[config.mk]
export PLATFORM = sky130hd
export DESIGN_NAME = uart_wordfmt_rx
export DESIGN_NICKNAME = d
export VERILOG_FILES = /design/src/rtl/uart_wordfmt_pkg.sv /design/src/rtl/uwr_sync.sv /design/src/rtl/uwr_edge.sv /design/src/rtl/uwr_deframe.sv /design/src/rtl/uwr_hold.sv /design/src/rtl/uart_wordfmt_rx.sv
export SDC_FILE = /design/constraint.sdc
export NUM_CORES = 1
export LEC_CHECK = 0
export CAP_MARGIN = 20
export CORE_ASPECT_RATIO = 0.75
export CORE_UTILIZATION = 40
export CTS_CLUSTER_SIZE = 25
export DETAILED_ROUTE_END_ITERATION = 8
export DONT_BUFFER_PORTS = 1
export GPL_TIMING_DRIVEN = 0
export SYNTH_ARGS = -nofsm -noshare
export SYNTH_HDL_FRONTEND = slang
export SYNTH_SLANG_ARGS = --single-unit
[constraint.sdc]
create_clock -name clk -period 1.65 [get_ports clk]
set_input_delay 0.0825 -clock clk [delete_from_list [all_inputs] [get_ports clk]]
set_output_delay 0.0825 -clock clk [all_outputs]
set_load 0.1 [all_outputs]
[src/rtl/uart_wordfmt_pkg.sv]
package uart_wordfmt_pkg;

  typedef struct packed {
    logic seven;     // 7 data bits when set
    logic par_en;    // parity bit present
    logic odd;       // odd parity when set
    logic two_stop;  // two stop bits when set
  } frame_cfg_t;

  typedef enum logic [2:0] {
    ST_IDLE,
    ST_START,
    ST_DATA,
    ST_PAR,
    ST_STOP
  } rx_state_t;

  localparam logic [1:0] DIV_X1   = 2'b00;
  localparam logic [1:0] DIV_MID  = 2'b01;
  localparam logic [1:0] DIV_HI   = 2'b10;
  localparam logic [1:0] DIV_HOLD = 2'b11;

  function automatic frame_cfg_t decode_frame(input logic [2:0] code);
    frame_cfg_t c;
    c.seven    = ~code[2];
    c.par_en   = ~(code == 3'd4 || code == 3'd5);
    c.odd      = code[0];
    c.two_stop = (code == 3'd0) || (code == 3'd1) || (code == 3'd4);
    return c;
  endfunction

endpackage

[src/rtl/uwr_sync.sv]
module uwr_sync #(
  parameter int          W       = 1,
  parameter int          STAGES  = 2,
  parameter logic [W-1:0] RST_VAL = '0
) (
  input  logic         clk,
  input  logic         rst,
  input  logic [W-1:0] d,
  output logic [W-1:0] q
);
  localparam int SW = STAGES * W;

  logic [SW-1:0] chain;

  generate
    if (STAGES == 1) begin : g_one
      always_ff @(posedge clk) begin
        if (rst) chain <= RST_VAL;
        else     chain <= d;
      end
    end else begin : g_many
      always_ff @(posedge clk) begin
        if (rst) chain <= {STAGES{RST_VAL}};
        else     chain <= {chain[SW-W-1:0], d};
      end
    end
  endgenerate

  assign q = chain[SW-1 -: W];
endmodule

[src/rtl/uwr_edge.sv]
module uwr_edge (
  input  logic clk,
  input  logic rst,
  input  logic lvl,
  output logic rise
);
  logic lvl_q;

  always_ff @(posedge clk) begin
    if (rst) lvl_q <= 1'b0;
    else     lvl_q <= lvl;
  end

  assign rise = lvl & ~lvl_q;

  // two sample events are never adjacent
  a_r3_event_spacing: assert property (@(posedge clk) disable iff (rst)
    rise |=> !rise);
endmodule

[src/rtl/uwr_deframe.sv]
module uwr_deframe
  import uart_wordfmt_pkg::*;
#(
  parameter int MID_DIV = 16,
  parameter int HI_DIV  = 64
) (
  input  logic       clk,
  input  logic       hold,
  input  logic       tick,
  input  logic       rxd,
  input  logic [2:0] fmt_sel,
  input  logic [1:0] div_sel,
  output logic       done,
  output logic [7:0] byte_o,
  output logic       fe_o,
  output logic       pe_o
);
  localparam int CNT_W = (HI_DIV > MID_DIV) ? $clog2(HI_DIV) : $clog2(MID_DIV);

  frame_cfg_t       cfg;
  rx_state_t        state;
  logic [CNT_W-1:0] cnt;
  logic [CNT_W-1:0] div_m1;
  logic [CNT_W-1:0] half_m1;
  logic [2:0]       idx;
  logic [2:0]       last_idx;
  logic [7:0]       shr;
  logic             par_acc;
  logic             fe_acc;
  logic             stop_pend;
  logic             at_end;
  logic             at_half;
  logic             x1;

  always_comb begin
    cfg      = decode_frame(fmt_sel);
    last_idx = cfg.seven ? 3'd6 : 3'd7;
    x1       = 1'b0;
    unique case (div_sel)
      DIV_MID: begin
        div_m1  = CNT_W'(MID_DIV - 1);
        half_m1 = CNT_W'(MID_DIV / 2 - 1);
      end
      DIV_HI: begin
        div_m1  = CNT_W'(HI_DIV - 1);
        half_m1 = CNT_W'(HI_DIV / 2 - 1);
      end
      default: begin
        div_m1  = '0;
        half_m1 = '0;
        x1      = 1'b1;
      end
    endcase
    at_end  = (cnt == div_m1);
    at_half = (cnt == half_m1);
  end

  always_ff @(posedge clk) begin
    if (hold) begin
      state     <= ST_IDLE;
      cnt       <= '0;
      idx       <= '0;
      shr       <= '0;
      par_acc   <= 1'b0;
      fe_acc    <= 1'b0;
      stop_pend <= 1'b0;
    end else if (tick) begin
      unique case (state)
        ST_IDLE: begin
          cnt     <= '0;
          idx     <= '0;
          par_acc <= 1'b0;
          fe_acc  <= 1'b0;
          if (!rxd) state <= x1 ? ST_DATA : ST_START;
        end
        ST_START: begin
          if (at_half) begin
            cnt   <= '0;
            state <= rxd ? ST_IDLE : ST_DATA;
          end else begin
            cnt <= cnt + 1'b1;
          end
        end
        ST_DATA: begin
          if (at_end) begin
            cnt     <= '0;
            shr     <= {rxd, shr[7:1]};
            par_acc <= par_acc ^ rxd;
            if (idx == last_idx) begin
              state     <= cfg.par_en ? ST_PAR : ST_STOP;
              stop_pend <= cfg.two_stop;
            end else begin
              idx <= idx + 1'b1;
            end
          end else begin
            cnt <= cnt + 1'b1;
          end
        end
        ST_PAR: begin
          if (at_end) begin
            cnt     <= '0;
            par_acc <= par_acc ^ rxd;
            state   <= ST_STOP;
          end else begin
            cnt <= cnt + 1'b1;
          end
        end
        ST_STOP: begin
          if (at_end) begin
            cnt    <= '0;
            fe_acc <= fe_acc | ~rxd;
            if (stop_pend) stop_pend <= 1'b0;
            else           state     <= ST_IDLE;
          end else begin
            cnt <= cnt + 1'b1;
          end
        end
        default: state <= ST_IDLE;
      endcase
    end
  end

  assign done   = tick & at_end & (state == ST_STOP) & ~stop_pend;
  assign byte_o = cfg.seven ? {1'b0, shr[7:1]} : shr;
  assign fe_o   = fe_acc | ~rxd;
  assign pe_o   = cfg.par_en & (par_acc ^ cfg.odd);

  // the receiver only moves on a sample event
  a_r3_still_between_events: assert property (@(posedge clk) disable iff (hold)
    !tick |=> $stable(state) && $stable(cnt) && $stable(shr));

  // a sub-bit counter never passes its bit length
  a_r4_count_in_range: assert property (@(posedge clk) disable iff (hold)
    (state != ST_IDLE) |-> (cnt <= div_m1));

  // x1 mode never uses the half-bit start check
  a_r4_no_start_wait_x1: assert property (@(posedge clk) disable iff (hold)
    (state == ST_IDLE && x1 && tick && !rxd) |=> (state == ST_DATA));
endmodule

[src/rtl/uwr_hold.sv]
module uwr_hold (
  input  logic       clk,
  input  logic       hold,
  input  logic       done,
  input  logic [7:0] byte_i,
  input  logic       fe_i,
  input  logic       pe_i,
  input  logic       rd,
  output logic       valid,
  output logic [7:0] data,
  output logic       fe,
  output logic       pe,
  output logic       oe
);
  always_ff @(posedge clk) begin
    if (hold) begin
      valid <= 1'b0;
      data  <= '0;
      fe    <= 1'b0;
      pe    <= 1'b0;
      oe    <= 1'b0;
    end else if (done) begin
      valid <= 1'b1;
      data  <= byte_i;
      fe    <= fe_i;
      pe    <= pe_i;
      oe    <= valid & ~rd;
    end else if (rd) begin
      valid <= 1'b0;
      fe    <= 1'b0;
      pe    <= 1'b0;
      oe    <= 1'b0;
    end
  end

  // a read with nothing arriving empties the holding stage
  a_r9_read_clears: assert property (@(posedge clk) disable iff (hold)
    (rd && !done) |=> !valid && !fe && !pe && !oe);

  // an unread byte overwritten raises overrun
  a_r8_overrun_flag: assert property (@(posedge clk) disable iff (hold)
    (done && valid && !rd) |=> oe && valid);

  // a completing character is presented the next cycle
  a_r10_load_next: assert property (@(posedge clk) disable iff (hold)
    done |=> valid && (data == $past(byte_i)));
endmodule

[src/rtl/uart_wordfmt_rx.sv]
module uart_wordfmt_rx
  import uart_wordfmt_pkg::*;
#(
  parameter int MID_DIV     = 16,
  parameter int HI_DIV      = 64,
  parameter int SYNC_STAGES = 2
) (
  input  logic       clk,
  input  logic       rst,
  input  logic [2:0] fmt_sel,
  input  logic [1:0] div_sel,
  input  logic       rx_clk,
  input  logic       rx_din,
  input  logic       rx_ready,
  output logic       rx_valid,
  output logic [7:0] rx_data,
  output logic       err_frame,
  output logic       err_parity,
  output logic       err_overrun
);
  logic [1:0] sync_q;
  logic       tick;
  logic       hold;
  logic       done;
  logic [7:0] byte_w;
  logic       fe_w;
  logic       pe_w;

  assign hold = rst | (div_sel == DIV_HOLD);

  // bit 1: serial line (idles high), bit 0: baud clock
  uwr_sync #(.W(2), .STAGES(SYNC_STAGES), .RST_VAL(2'b10)) u_sync (
    .clk (clk),
    .rst (rst),
    .d   ({rx_din, rx_clk}),
    .q   (sync_q)
  );

  uwr_edge u_edge (
    .clk  (clk),
    .rst  (rst),
    .lvl  (sync_q[0]),
    .rise (tick)
  );

  uwr_deframe #(.MID_DIV(MID_DIV), .HI_DIV(HI_DIV)) u_deframe (
    .clk     (clk),
    .hold    (hold),
    .tick    (tick),
    .rxd     (sync_q[1]),
    .fmt_sel (fmt_sel),
    .div_sel (div_sel),
    .done    (done),
    .byte_o  (byte_w),
    .fe_o    (fe_w),
    .pe_o    (pe_w)
  );

  uwr_hold u_hold (
    .clk    (clk),
    .hold   (hold),
    .done   (done),
    .byte_i (byte_w),
    .fe_i   (fe_w),
    .pe_i   (pe_w),
    .rd     (rx_ready),
    .valid  (rx_valid),
    .data   (rx_data),
    .fe     (err_frame),
    .pe     (err_parity),
    .oe     (err_overrun)
  );

  // reset or the hold code empties the outputs
  a_r1_hold_empties: assert property (@(posedge clk)
    hold |=> !rx_valid && !err_frame && !err_parity && !err_overrun && (rx_data == 8'h00));

  // 7-bit formats present a zero top bit
  a_r5_top_bit_zero: assert property (@(posedge clk) disable iff (hold)
    (done && !fmt_sel[2]) |=> !rx_data[7]);

  // parity-less formats never flag parity
  a_r6_no_parity_flag: assert property (@(posedge clk) disable iff (hold)
    (done && (fmt_sel == 3'd4 || fmt_sel == 3'd5)) |=> !err_parity);
endmodule

# --- Word level (Yosys, flattened, before mapping) ---
# Cells that the tools add are included.
classes:
  bitwise: 15
  add_sub_neg: 2
  eq_ne: 22
  n_reduce_logical: 21
  muxes: 34
ops:
  columns: ["cell", "count"]
  rows:
  - ["3-bit 2-to-1 mux", 10]
  - ["6-bit case mux with 3 select lines", 1]
  - ["3-bit case mux with 5 select lines", 1]
  - ["6-bit 2-to-1 mux", 2]
  - ["2-bit by 1-bit != test with 1-bit output (second input constant)", 6]
  - ["6-bit case mux with 2 select lines", 1]
  - ["1-bit 2-to-1 mux", 11]
  - ["5-bit case mux with 2 select lines", 1]
  - ["2-bit nonzero test", 5]
  - ["3-bit equality test (second input constant)", 3]
  - ["3-bit AND reduction", 3]
  - ["8-bit 2-to-1 mux", 1]
  - ["8-bit AND reduction", 1]
  - ["6-bit by 1-bit adder with 6-bit output (second input constant)", 1]
  - ["1-bit bitwise AND", 6]
  - ["3-bit by 1-bit equality test with 1-bit output (second input constant)", 2]
  - ["3-bit by 2-bit equality test with 1-bit output (second input constant)", 2]
  - ["6-bit by 5-bit equality test with 1-bit output", 1]
  - ["6-bit equality test", 1]
  - ["3-bit zero test", 2]
  - ["2-bit != test (second input constant)", 3]
  - ["1-bit case mux with 2 select lines", 3]
  - ["3-bit case mux with 2 select lines", 1]
  - ["1-bit NOT", 5]
  - ["other kinds (14)", 21]
totals:
  regBits: 40
  in_bits: 10

# --- Longest topological paths before layout ---
# Gate-level depths: netlist of run 1.
depth:
  ltp_word: 7
  ltp_mapped: 8

# --- By module ---
# Synthesis of run 1 repeated with hierarchy kept, for this count alone.
hier_totals:
  hier_cells: 233
  hier_area_um2: 1995.7
by_module_without_submodules:
  columns: ["mod", "n_inst", "seq_area_each_um2", "area_per_inst_um2", "cells_each"]
  rows:
  - ["uwr_deframe", 1, 460.4, 1390.1, 178]
  - ["uwr_hold", 1, 240.2, 430.4, 41]
  - ["uwr_sync", 1, 80.1, 120.1, 10]
  - ["uwr_edge", 1, 20.0, 47.5, 3]
  - ["uart_wordfmt_rx", 1, 0.0, 7.5, 1]

# --- Worst setup path after synthesis of run 1 ---
# OpenSTA, ideal clock, no wires.
synth_path:
  kind: "input -> register"
  from: "input port div_sel[0]"
  to: "register u_hold.fe"
  t_arrival_ps: 1654
  setup_slack_ps: -92
  setup_ps: 88
  required_ps: 1562
  path_stages: 8
  cell_sequence: "inv_1 ha_1 xnor2_1 or2_4 nor4_4 buf_6 a21oi_2 a311oi_2"
synth_via:
  elab_chain_cells: 7
  elab_cells_between_ends: 11
  cone_classes: "4 x eq/ne; 2 x mux; 4 x bitwise; 1 x reduce/logical"
synth_rtl:
  columns: ["item", "line", "text"]
  rows:
  - ["start: declaration", "uart_wordfmt_rx.sv:11", "input logic [1:0] div_sel,"]
  - ["2-bit equality test / 2-bit by 1-bit equality test with 1-bit output (equally long branches)", "uwr_deframe.sv:39", "unique case (div_sel)"]
  - ["6-bit case mux with 2 select lines", "uwr_deframe.sv:39", null]
  - ["6-bit equality test", "uwr_deframe.sv:54", "at_end = (cnt == div_m1);"]
  - ["1-bit bitwise AND (3 in series)", "uwr_deframe.sv:123", "assign done = tick & at_end & (state == ST_STOP) & ~stop_pend;"]
  - ["1-bit 2-to-1 mux / 2-bit nonzero test (equally long branches)", null, null]
  - ["end signal: assignment", "uwr_hold.sv:25", "fe <= fe_i;"]
  - ["end: declaration", "uwr_hold.sv:11", "output logic fe,"]
# Several ways; a longest one is shown, not always the timed one.
# A chain may end at the register's enable or synchronous reset.

# --- Final worst setup path of run 1 ---
layout_path:
  from: "register u_deframe.state[0]"
  to: "register u_hold.oe"
layout_via:
  elab_chain_cells: 4
  elab_cells_between_ends: 5
  cone_classes: "1 x eq/ne; 1 x mux; 2 x bitwise; 1 x reduce/logical"
layout_rtl:
  columns: ["item", "line", "text"]
  rows:
  - ["start: declaration", "uwr_deframe.sv:21", "rx_state_t state;"]
  - ["start signal: assignment", "uwr_deframe.sv:74", "if (!rxd) state <= x1 ? ST_DATA : ST_START;"]
  - ["start signal: assignment", "uwr_deframe.sv:79", "state <= rxd ? ST_IDLE : ST_DATA;"]
  - ["start signal: assignment", "uwr_deframe.sv:90", "state <= cfg.par_en ? ST_PAR : ST_STOP;"]
  - ["3-bit equality test *", "uwr_deframe.sv:123", null]
  - ["1-bit bitwise AND * (2 in series)", "uwr_deframe.sv:123", null]
  - ["1-bit 2-to-1 mux / 2-bit nonzero test (equally long branches)", null, null]
  - ["end signal: assignment", "uwr_hold.sv:27", "oe <= valid & ~rd;"]
  - ["end: declaration", "uwr_hold.sv:13", "output logic oe"]
# Every way passes the cells marked *; elsewhere a longest branch is shown, timed or not.

==> summary.md, run 1 <==
| Metric | Value |
|---|---|
| Core Region | approximately 5000 um^2 |
| Setup TNS Final | -2193 ps |
| Rows | 22 |
| Drt total wl | around 5.7 mm |
| Commonest cells after routing, fill and taps aside | dfxtp_1, nand2_1, buf_4, a21oi_1 |
| Final Cycle Share | 109.3% |
| Average wire per standard cell | between 15 and 20 um |
| Antenna cell count | 0 |
| Most Crowded Layer GR | met1 |
| CTS max path bufs | 2 |
| Area grow syn2layout | 31.84% |
| CP startpoint kind | register |
| Reg-to-reg setup timing slack | -150 ps |
| Max Slew Vio Count | 0 |
| Syn Nets | approximately 260 |
| Post-synth ARST share | 0% |
| RePlAce Congestion | 0.8210 |
| Post-DP Area | 2227 um^2 |
| Worst-Skew Late Latency | between 200 and 300 ps |
| Pwr per Cell Area | between 600 and 700 nW/um^2 |
| GRT met3 Usage | 4.648% |
| Share of the synthesized area in the top cell type | a little under two fifths |
| Synth area leader | dfxtp_1 |
| Tot GR Track Use | 20.17% |
| P_leak | around 0.97 nW |
| Largest net degree at the start of global routing | 14 |
| CP Class | reg2reg |
| Worst EP required | roughly 1800 ps |
| Final min period | ~1800 ps |
| Seq/Total Area, Yosys | between 30% and 40% |
| Commonest non-fill, non-tap cell in the layout | dfxtp_1 |
| Slew headroom | 29.09% |
| Critical R2R Launch | u_deframe.state[0] |
| Dpl cells | about 310 |
| Clock transition at path regs | around 80 ps |
| Nets | approximately 290 |
| Port Buffers | 0 |
| Met2 Usage GRT | 28.27% |
| Final setup fails | 30 |
| Critical Path End Type | register |
| ANT nets after route | 0 |
| Hold Slack | between 10 and 15 ps |
| I/O pin count | 22 |
| Final Cell Area | roughly 2800 um^2 |
| Number of max-cap violations | 0 |
| Mapped Cells | ~240 |
| Synth Flop Type | dfxtp_1 |
| Gr ovfl total | 0 |
| CTS Root Cell | clkbuf_8 |
| Met1 Track Usage GR | a little under a third |
| FF+latch count, synth | 40 |
| Worst min path class | in2reg |
| First-pass GRT wire length | 8.797 mm |
| Die area | around 5600 um^2 |
| Vias per cell | 5.535 |
| Initial Util | a little over two fifths |
| Outcome | finished, violations left |
| Failing checks | negative setup slack |
| RSZ-0062 raised after global routing | true |
| Clock sink count | 40 |
| 1st-iter DRT viols | 203 |
| Layout cells sized above 1 | between 30% and 40% |
| Final WS setup | -153.0 ps |
| Top cells by area, synth | dfxtp_1, a211oi_2, nand2_1 |
| DP HPWL | ~3.5 mm |
| First-pass DRT Iterations | 4 |
| CTS tree | built |
| F_max | ~550 MHz |
| Yosys cell types | 57 |
| Total CTS buffers | 5 |
| Final Hold Vio Count | 0 |
| Slew at the pin closest to its max-slew limit | around 1100 ps |
| Mapped Area | roughly 2100 um^2 |
| Number of global-route vias before repair | roughly 1800 |
| Post-synth EDFFs | 0 |
| Layout Skew | ~6.0 ps |
| Max Fanout on Critical Path | 6 |
| Worst reg2reg path endpoint | u_hold.oe |
| Worst setup endpoint | u_hold.oe |
| H-tree levels | 2 |
| Initial antenna violation count | 0 |
| Syn avg cell area | just under 9 um^2 |
| R2R cell count | 7 |
| Die height | between 60 and 70 um |
| Die W | around 86 um |
| DRC Markers | 0 |
| Vias | 1915 |
| Peak VDD IR | about 0.42 mV |
| Yosys Warn Count | 0 |
| Worst EP arrival | roughly 2000 ps |
| Worst setup path start | u_deframe.state[0] |
| Non-Filler Instances | roughly 350 |
-- cells in the mapped netlist, drive strengths merged, types with 2 or more instances --
cell / n
a211oi: 7
a21o: 2
a21oi: 15
a311oi: 2
and2: 3
buf: 8
clkbuf: 5
dfxtp: 40
ha: 4
inv: 3
mux2i: 8
nand2: 22
nand2b: 8
nand3: 13
nand4: 6
nor2: 22
nor2b: 7
nor3: 3
nor3b: 2
nor4b: 2
o2111a: 2
o21a: 2
o21ai: 17
o22ai: 2
or2: 4
or4b: 2
xnor2: 4
xor2: 8
-- state kept, by name, indices dropped and copies added, names as in the netlist --
register and flops:
u_deframe.shr 8, u_hold.data 8, u_deframe.cnt 6, u_sync.chain 4, u_deframe.idx 3, u_deframe.state 3, u_deframe.fe_acc 1, u_deframe.par_acc 1
u_deframe.stop_pend 1, u_edge.lvl_q 1, u_hold.fe 1, u_hold.oe 1, u_hold.pe 1, u_hold.valid 1
-- critical path, stage by stage, from the launching register on --
cell,delay (ps)
dfxtp_4,360
nor3b_4,220
or2b_1,280
nor4_4,290
buf_6,180
buf_6,100
mux2i_1,160
nor3_1,80
-- final cells by class --
cell class / count / area (um^2)
fillers: 452 / 2207
clock inverters: 3 / 18.77
plain buffers: 11 / 77.57
well taps: 72 / 90.09
multi-input cells: 186 / 1456
repair buffers: 26 / 251.5
flip-flops and latches: 40 / 828.3
clock buffers: 5 / 68.82
inverters: 3 / 11.26
-- kinds of logic (layout without fill, tap and decap cells) --
group | count (synthesis) | after routing | share of synthesized area [%]
adder cells (fa/ha/maj) | 4 | 4 | 2.354
XOR/XNOR | 12 | 12 | 4.944
AO/OA/AOI/OAI | 60 | 60 | 20.84
flip-flops | 40 | 40 | 37.67
multiplexers | 9 | 9 | 4.297
buffers and inverters | 16 | 48 | 4.120
AND/OR/NAND/NOR | 101 | 101 | 25.78
-- metal layers --
layer,share of wire (%),vias to the layer above
li1,-,942
met4,2.1,0
met1,50,902
met5,0,-
met2,43,58
met3,5.4,13
-- stage by stage --
| stage | total power [mW] | worst slack, ps | utilization, % |
|---|---|---|---|
| final | 1.828 | -153.0 | 55.94 |
| after global routing | 1.897 | -240.6 | 55.94 |
| after CTS | 1.825 | -88.85 | 50.40 |
| after detailed placement | 1.143 | -342.3 | 44.46 |
| after global placement | 1.142 | -287.9 | 44.46 |
| after floorplan | 1.109 | -29.55 | - |
-- power breakdown --
group / switching (mW) / internal [mW] / total [mW]
Sequential: 0.00728 / 0.961 / 0.968
Clock: 0.359 / 0.295 / 0.654
Combinational: 0.119 / 0.0870 / 0.206
-- timing repair --
action / in CTS / in global routing
resized for setup: 28 / 63
setup endpoints to repair: 35 / 35
cloned: 2 / 1
hold buffers: 5 / 0
pin swaps: 7 / 25
endpoints found under the hold margin: 7 / 0
buffers inserted: 7 / 11
-- how the worst min path moves through the flow --
stage,slack (ps),startpoint,end,depth (start not counted)
floorplan,150,rst,u_edge.lvl_q,1
global placement,160,rst,u_edge.lvl_q,1
detailed placement,160,rst,u_sync.chain[0],1
CTS,10,fmt_sel[0],u_hold.pe,3
global route,30,fmt_sel[0],u_hold.pe,3
finish,10,fmt_sel[0],u_hold.pe,3
(Power assumes the default switching activity.)
==> run 2: changes to the inputs <==
Settings changed: MAX_ROUTING_LAYER from default to met4.
==> summary.md, run 2 (synthesis results as in run 1) <==
| Metric | Value |
|---|---|
| Average wire per standard cell | approximately 16 um |
| First-pass DRT Iterations | 4 |
| Switch share | between 20% and 30% |
| Setup TNS Final | -2148 ps |
| Slew headroom | between 20% and 30% |
| NetSw | about 500 uW |
| Non-Filler Instances | 346 |
| Core Region | 5010 um^2 |
| Post-place setup slack | -342.3 ps |
| Max Slew Vio Count | 0 |
| Initial antenna violation count | 0 |
| Die area | ~5600 um^2 |
| Antenna cell count | 0 |
| Final Hold Vio Count | 0 |
| Regs by FF count | u_deframe.shr (8), u_hold.data (8), u_deframe.cnt (6) |
| Area grow syn2layout | 31.49% |
| Internal | roughly 1.3 mW |
| Number of global-route vias before repair | between 1500 and 2000 |
| CTS max path bufs | 2 |
| Area of the multi-input gates | approximately 1400 um^2 |
| Max Fanout on Critical Path | 7 |
| P_leak | slightly below 1 nW |
| Rows | 22 |
| Port Buffers | 0 |
| Failing checks | negative setup slack |
| Tot GR Track Use | ~21% |
| Register area | slightly above 800 um^2 |
| Layout cells sized above 1 | a little under two fifths |
| Largest net degree at the start of global routing | 14 |
| Final min period | ~1800 ps |
| Worst-Skew Late Latency | a little under 300 ps |
| Clock transition at path regs | roughly 80 ps |
| RePlAce Congestion | approximately 0.83 |
| Critical path, cell by cell | buf_4 > or4b_1 > a41o_1 > a21o_1 > a32o_1 |
| First-pass GRT wire length | approximately 8.8 mm |
| DP HPWL | between 3 and 4 mm |
| Pwr per Cell Area | approximately 650 nW/um^2 |
| CTS Root Cell | clkbuf_8 |
| H-tree levels | 2 |
| Final Cycle Share | 108.8% |
| Fill cells | about 450 |
| F_max | ~560 MHz |
| CP Class | reg2reg |
| Clock sink count | 40 |
| Vias per cell | roughly 5.5 |
| Peak VDD IR | approximately 0.42 mV |
| Clock network fraction of total power | a little over a third |
| Post-DP Area | around 2200 um^2 |
| Final Cell Area | approximately 2800 um^2 |
| Worst EP arrival | a little under 2000 ps |
| Total CTS buffers | 5 |
| CP startpoint kind | register |
| Outcome | finished, violations left |
| Number of max-cap violations | 0 |
| Final Power | around 1.8 mW |
| Worst path max stage delay | roughly 480 ps |
| RSZ-0062 raised after global routing | true |
| ANT nets after route | 0 |
| Final setup fails | 27 |
| Commonest cells after routing, fill and taps aside | dfxtp_1, nand2_1, buf_4, a21oi_1 |
| Commonest non-fill, non-tap cell in the layout | dfxtp_1 |
| Final WS setup | -145.7 ps |
| CTS tree | built |
| Comb power frac | 11.3% |
| Critical-path top delay cell | or4b_1 |
| Worst EP required | roughly 1800 ps |
| Dpl cells | 314 |
| Sequential share of power | 52.9% |
| I/O pin count | 22 |
| Initial Util | 42.43% |
| Drt total wl | between 5 and 6 mm |
| Die height | 65.14 um |
| DRC Markers | 0 |
| Vias | 1912 |
| Slew at the pin closest to its max-slew limit | around 1100 ps |
| 1st-iter DRT viols | 161 |
| Nets | between 200 and 300 |
| Gr ovfl total | 0 |
| Critical Path End Type | register |
| Worst min path class | in2reg |
| Layout Skew | about 5.5 ps |
| Die W | 86.18 um |
[run 2: path summary, 6_finish.rpt]
| path | from | endpoint | slack, ps | depth (start not counted) |
|---|---|---|---|---|
| worst max-delay path | u_deframe.state[0] | u_deframe.idx[1] | -150 | 5 |
| worst min-delay path | fmt_sel[0] | u_hold.pe | 10 | 3 |
| worst max register to register | u_deframe.state[0] | u_deframe.idx[1] | -150 | 5 |
| worst min register to register | u_sync.chain[1] | u_sync.chain[3] | 410 | 1 |
[run 2: power by group through the flow]
stage	Clock, mW	Combinational (mW)	Sequential, mW
3_5_place_dp	0	0.143	1.00
5_1_grt	0.702	0.225	0.969
2_1_floorplan	0	0.111	0.998
6_report	0.656	0.207	0.968
3_3_place_gp	0	0.142	1.00
4_1_cts	0.671	0.179	0.975
[run 2: worst max-delay path, delay by kind of cell, from the launching register on]
family          cells  cell delay, ps
buf+inv             1             170
compound gates      3             670
flops               1             360
simple gates        1             480
[run 2: timing repair]
| action | in CTS | in global routing |
|---|---|---|
| hold endpoints to repair | 7 | 0 |
| setup buffers | 7 | 11 |
| resized for setup | 28 | 61 |
| pin swaps | 7 | 25 |
| gates cloned | 2 | 1 |
| hold buffers | 5 | 0 |
| endpoints found under the setup margin | 35 | 35 |
[run 2: stage by stage]
step	util (%)	hold slack (ps)
detailed placement	44.46	156.2
CTS	50.40	10.96
floorplan	-	154.1
finish	55.79	12.11
global route	55.79	26.08
global placement	44.46	155.9
[run 2: layer usage]
metal / share of wire [%] / up-vias / GRT usage (%)
li1: - / 943 / -
met1: 51 / 903 / 30.23
met2: 43 / 56 / 28.27
met3: 4.6 / 10 / 4.648
met4: 1.7 / 0 / 6.250
met5: 0 / - / -
[run 2: area by class of cell]
| cell class | count | area share [%] |
|---|---|---|
| Timing Repair Buffer | 26 | 8.997 |
| Clock inverter | 3 | 0.6714 |
| Inverter | 3 | 0.4029 |
| Sequential cell | 40 | 29.63 |
| Clock buffer | 5 | 2.462 |
| Buffer | 11 | 2.775 |
| Tap cell | 72 | 3.223 |
| Multi-Input combinational cell | 186 | 51.84 |
